File: src/rtl/pcseq_pkg.sv
package pcseq_pkg;

  // Action taken by the sequencer on one clock edge
  typedef enum logic [2:0] {
    OP_HOLD,
    OP_SEQ,
    OP_JUMP,
    OP_CALL,
    OP_INTR,
    OP_RET
  } pc_op_e;

endpackage

File: src/rtl/pcseq_arb.sv
module pcseq_arb
  import pcseq_pkg::*;
(
  input  logic   step,
  input  logic   jump,
  input  logic   call,
  input  logic   irq,
  input  logic   ret,
  output pc_op_e op,
  output logic   push,
  output logic   pop
);

  // Fixed priority: interrupt, call, return, jump, then sequential
  always_comb begin
    if (!step)     op = OP_HOLD;
    else if (irq)  op = OP_INTR;
    else if (call) op = OP_CALL;
    else if (ret)  op = OP_RET;
    else if (jump) op = OP_JUMP;
    else           op = OP_SEQ;
  end

  assign push = (op == OP_INTR) || (op == OP_CALL);
  assign pop  = (op == OP_RET);

endmodule

File: src/rtl/pcseq_incr.sv
module pcseq_incr #(
  parameter int AW = 11,
  parameter int UW = 11
) (
  input  logic [AW-1:0] pc,
  output logic [AW-1:0] nxt
);

  // Wrap inside the configured ROM size; unused upper bits stay zero
  generate
    if (UW == AW) begin : g_full
      assign nxt = pc + AW'(1);
    end else begin : g_part
      assign nxt = {{(AW-UW){1'b0}}, pc[UW-1:0] + UW'(1)};
    end
  endgenerate

endmodule

File: src/rtl/pcseq_rstack.sv
module pcseq_rstack #(
  parameter int AW    = 11,
  parameter int DEPTH = 3
) (
  input  logic                clk,
  input  logic                rst,
  input  logic                push,
  input  logic                pop,
  input  logic [AW-1:0]       push_data,
  output logic [AW-1:0]       top,
  output logic [DEPTH*AW-1:0] flat
);

  logic [AW-1:0] ent [DEPTH];

  // Entry 0 is the newest. Push shifts deeper and drops the last;
  // pop shifts toward the top and fills the deepest with zero.
  always_ff @(posedge clk) begin
    if (rst) begin
      for (int i = 0; i < DEPTH; i++) ent[i] <= '0;
    end else if (push) begin
      ent[0] <= push_data;
      for (int i = 1; i < DEPTH; i++) ent[i] <= ent[i-1];
    end else if (pop) begin
      for (int i = 0; i < DEPTH-1; i++) ent[i] <= ent[i+1];
      ent[DEPTH-1] <= '0;
    end
  end

  assign top = ent[0];

  generate
    for (genvar g = 0; g < DEPTH; g++) begin : g_flat
      assign flat[g*AW +: AW] = ent[g];
    end
  endgenerate

  assert_push_top_R5: assert property (@(posedge clk) disable iff (rst)
    push |=> ent[0] == $past(push_data));

  assert_pop_fill_R9: assert property (@(posedge clk) disable iff (rst)
    (pop && !push) |=> ent[DEPTH-1] == '0);

  generate
    if (DEPTH >= 2) begin : g_ovf_chk
      assert_full_discard_R8: assert property (@(posedge clk) disable iff (rst)
        push |=> ent[DEPTH-1] == $past(ent[DEPTH-2]));
    end
  endgenerate

endmodule

File: src/rtl/fetch_pc_seq.sv
module fetch_pc_seq
  import pcseq_pkg::*;
#(
  parameter int AW        = 11,
  parameter int ROM_BYTES = 2048,
  parameter int DEPTH     = 3
) (
  input  logic                clk,
  input  logic                rst,
  input  logic                step,
  input  logic                jump,
  input  logic                call,
  input  logic                irq,
  input  logic                ret,
  input  logic [AW-1:0]       target,
  input  logic [AW-1:0]       irq_vec,
  output logic [AW-1:0]       rom_addr,
  output logic [DEPTH*AW-1:0] stack_dbg
);

  localparam int            UW        = $clog2(ROM_BYTES);
  localparam logic [AW-1:0] ADDR_MASK = AW'((64'd1 << UW) - 64'd1);

  pc_op_e        op;
  logic          push, pop;
  logic [AW-1:0] pc_q, pc_d, pc_inc, stk_top;

  pcseq_arb u_arb (
    .step (step),
    .jump (jump),
    .call (call),
    .irq  (irq),
    .ret  (ret),
    .op   (op),
    .push (push),
    .pop  (pop)
  );

  pcseq_incr #(.AW(AW), .UW(UW)) u_incr (
    .pc  (pc_q),
    .nxt (pc_inc)
  );

  pcseq_rstack #(.AW(AW), .DEPTH(DEPTH)) u_stack (
    .clk       (clk),
    .rst       (rst),
    .push      (push),
    .pop       (pop),
    .push_data (pc_inc),
    .top       (stk_top),
    .flat      (stack_dbg)
  );

  always_comb begin
    unique case (op)
      OP_SEQ:  pc_d = pc_inc;
      OP_JUMP: pc_d = target & ADDR_MASK;
      OP_CALL: pc_d = target & ADDR_MASK;
      OP_INTR: pc_d = irq_vec & ADDR_MASK;
      OP_RET:  pc_d = stk_top;
      default: pc_d = pc_q;
    endcase
  end

  always_ff @(posedge clk) begin
    if (rst) pc_q <= '0;
    else     pc_q <= pc_d;
  end

  assign rom_addr = pc_q;

  assert_hold_R2: assert property (@(posedge clk) disable iff (rst)
    !step |=> ($stable(rom_addr) && $stable(stack_dbg)));

  assert_seq_R3: assert property (@(posedge clk) disable iff (rst)
    (step && !jump && !call && !irq && !ret)
      |=> rom_addr == (($past(rom_addr) + AW'(1)) & ADDR_MASK));

  assert_irq_vec_R6: assert property (@(posedge clk) disable iff (rst)
    (step && irq) |=> rom_addr == ($past(irq_vec) & ADDR_MASK));

  assert_ret_top_R7: assert property (@(posedge clk) disable iff (rst)
    (step && ret && !irq && !call) |=> rom_addr == $past(stack_dbg[AW-1:0]));

  assert_addr_range_R11: assert property (@(posedge clk) disable iff (rst)
    (rom_addr & ~ADDR_MASK) == '0);

endmodule

File: config.mk
export PLATFORM = sky130hd
export DESIGN_NAME = fetch_pc_seq
export DESIGN_NICKNAME = d
export VERILOG_FILES = /design/src/rtl/pcseq_pkg.sv /design/src/rtl/pcseq_arb.sv /design/src/rtl/pcseq_incr.sv /design/src/rtl/pcseq_rstack.sv /design/src/rtl/fetch_pc_seq.sv
export SDC_FILE = /design/constraint.sdc
export NUM_CORES = 1
export LEC_CHECK = 0
export ABC_AREA = 0
export BUFFER_PORTS_ARGS = -buffer_cell sky130_fd_sc_hd__buf_4
export CAP_MARGIN = 20
export CORE_ASPECT_RATIO = 1.75
export CORE_UTILIZATION = 53
export CTS_BUF_LIST = sky130_fd_sc_hd__clkbuf_4 sky130_fd_sc_hd__clkbuf_8
export CTS_CLUSTER_DIAMETER = 120
export DETAILED_ROUTE_END_ITERATION = 8
export GPL_TIMING_DRIVEN = 1
export PLACE_DENSITY = 0.81
export SYNTH_ARGS = -nofsm -noshare
export SYNTH_HDL_FRONTEND = slang
export SYNTH_SLANG_ARGS = --single-unit
File: constraint.sdc
create_clock -name clk -period 3.7 [get_ports clk]
set_input_delay 0.37 -clock clk [delete_from_list [all_inputs] [get_ports clk]]
set_output_delay 0.37 -clock clk [all_outputs]
set_load 0.02 [all_outputs]
==> run metrics <==
vias=2004; CP max FO=8; Power Total=1.13 mW; Yosys reg bits=44; vias in the first global route=2029; class of the worst hold path=in2reg; FFs w/ async S/R, synth=0%; YS warnings=0; routed len/inst=19.0 um; Post-synth EDFFs=33; num ports=73; Core ar.=4190 um2; Initial Util=56.1%; Synth Cell Area=2350 um2; power per cell area=380 nW/um2; vias per cell=6.11; cell taking the most area after synthesis=edfxtp_1; Setup Buffers After CTS=0; worst ir drop on vdd=0.000329 V; Clock Power Share=26.5%; minimum clock period=2050 ps; syn nets=240; DP Wirelength=4460 um; Pleak=1.26 nW; Pre-antenna DRT Iters=4; cts hold-fix bufs=0; port bufs=72; Synth Flop Type=edfxtp_1; Final Max Slew Viols=0; clk_lat worst skew=290 ps; slew margin rel.=46.3%; RSZ-0062 raised after global routing=no; Syn Area/Cell=11.2 um2; Layout Area Growth over Synthesis=26.1%; first-pass GRT wire length=9760 um; Crit. End Element=register; status=completed; FP Rows=31; Iteration-0 DRC Markers=43; initial antenna violation count=0; largest net degree at the start of global routing=34; GPL Wtd Cong=0.976; period utilisation layout=55.5%; clock sink total=44; gr usage total=27.9%; clock-pin slew on the worst setup and hold paths=90 ps; global route overflow=0; net switching power=0.322 mW; clk_skew=8.86 ps; Resized cells post-CTS=0; Die Wd=52.3 um; internal power=0.804 mW; Seq/Total Area, Yosys=51.5%; final instance area=2960 um2; Synth area leaders=edfxtp_1 42%, dfxtp_1 9.4%, a22o_1 7.1%, nand2_1 4.8%, and2_1 2.9%; post-synth top area share=42.2%; die height=90.1 um; routed wire length=6230 um; DRC violations left=0; CTS root buf=clkbuf_8; Distinct cells, synth=53; sequential group share of total power=53.8%; Highest Clock Rate=487 MHz; share of cells above drive strength 1=34.1%; Sw Share=28.6%; Crit Path Class=reg2reg; Setup-failing EPs final=0; count of final hold-check violations=0; post-synthesis instance total=210; clk buf depth=2; Slew @ Worst Pin=806 ps; # H-tree levels=2; TritonCTS clock tree=built; NumNets Final=308; Die ar.=4720 um2; antenna-violating nets left=0; max-cap violations=0; Setup crit start kind=register; Antenna diodes=0; Post-Route Setup TNS=0 ps; WP data required=3750 ps; Placed Area=2880 um2; TritonCTS Buffers=5; combinational share of power=19.7%; crit path DAT=2100 ps
-- power by group through the flow --
stage	Clock [mW]	Sequential [mW]	Combinational [mW]
5_1_grt	0.318	0.610	0.236
3_5_place_dp	0	0.616	0.221
3_3_place_gp	0	0.614	0.218
6_report	0.298	0.606	0.222
2_1_floorplan	0	0.648	0.0864
4_1_cts	0.306	0.605	0.223
-- critical path, cell delays in order (launching register included) --
cell	delay, ps
dfxtp_1	480
ha_1	360
nand2_1	150
or4_4	510
xnor2_1	140
a22o_1	170
-- registers in the layout, summed over array words and instances (netlist names) --
register and flops:
u_stack.ent 33, rom_addr 11
-- kinds of logic (layout without fill, tap and decap cells) --
logic type,Yosys count,count (layout),share of synthesized area [%]
compound gates,63,63,22.7
xor+xnor,5,5,1.86
buf+inv,20,89,5.32
flops,44,44,51.5
simple gates,76,76,17.7
fa+ha+maj,1,1,0.532
mux,1,1,0.426
-- synthesized netlist by cell type, types with 2 or more instances --
cell type,instances
edfxtp_1,33
nand2_1,30
a22o_1,19
and2_1,11
dfxtp_1,11
nor2_1,9
a211oi_1,8
o21ai_0,7
a221oi_1,6
inv_1,6
clkbuf_1,5
nor3_1,5
buf_6,4
a221o_1,3
nor4_1,3
xnor2_1,3
a31oi_1,2
buf_2,2
buf_4,2
nand2b_1,2
nand3_1,2
nor3b_2,2
o21ai_1,2
o21bai_1,2
o31ai_1,2
xor2_1,2
-- cells in the final DEF, fill, tap and decap left out, drive strengths merged, types with 5 or more instances in the layout --
cell type	instances
o21ai	9
a221oi	6
nor3	5
a22o	19
inv	6
buf	75
nor2	9
a211oi	8
edfxtp	33
dfxtp	11
nand2	30
clkbuf	6
and2	11
-- metrics by stage --
step	cells	worst slack, ps	util [%]	hold slack (ps)
after global routing	328	1540	70.8	334
after detailed placement	320	1680	68.7	525
after global placement	320	1750	68.7	521
after floorplan	210	1030	-	450
after CTS	328	1670	70.8	334
final	328	1650	70.8	336
-- layer usage --
metal	GRT usage, %	up-vias	share of wire, %
met5	0	-	0
met4	12.9	0	2.1
met2	46.0	75	52
met1	34.8	968	41
met3	3.72	16	4.5
li1	-	945	-
-- cell type report --
| class | instances | area, um2 |
|---|---|---|
| repair buffers | 75 | 563 |
| inverters | 6 | 22.5 |
| flip-flops and latches | 44 | 1210 |
| multi-input cells | 146 | 1020 |
| clock buffers | 6 | 76.3 |
| clock inverters | 2 | 11.3 |
| fillers | 343 | 1220 |
| well taps | 49 | 61.3 |
-- path summary, 6_finish.rpt --
path,slack (ps),startpoint,cells after the start,end
hold reg to reg,540,rom_addr[8]$_SDFFE_PP0P_,2,rom_addr[8]$_SDFFE_PP0P_
setup reg to reg,1650,rom_addr[0]$_SDFFE_PP0P_,5,u_stack.ent[0][10]$_DFFE_PP_
setup / recovery,1650,rom_addr[0]$_SDFFE_PP0P_,5,u_stack.ent[0][10]$_DFFE_PP_
hold / removal,340,target[3],3,rom_addr[3]$_SDFFE_PP0P_
No activity file was read; power rests on OpenSTA's default activity.
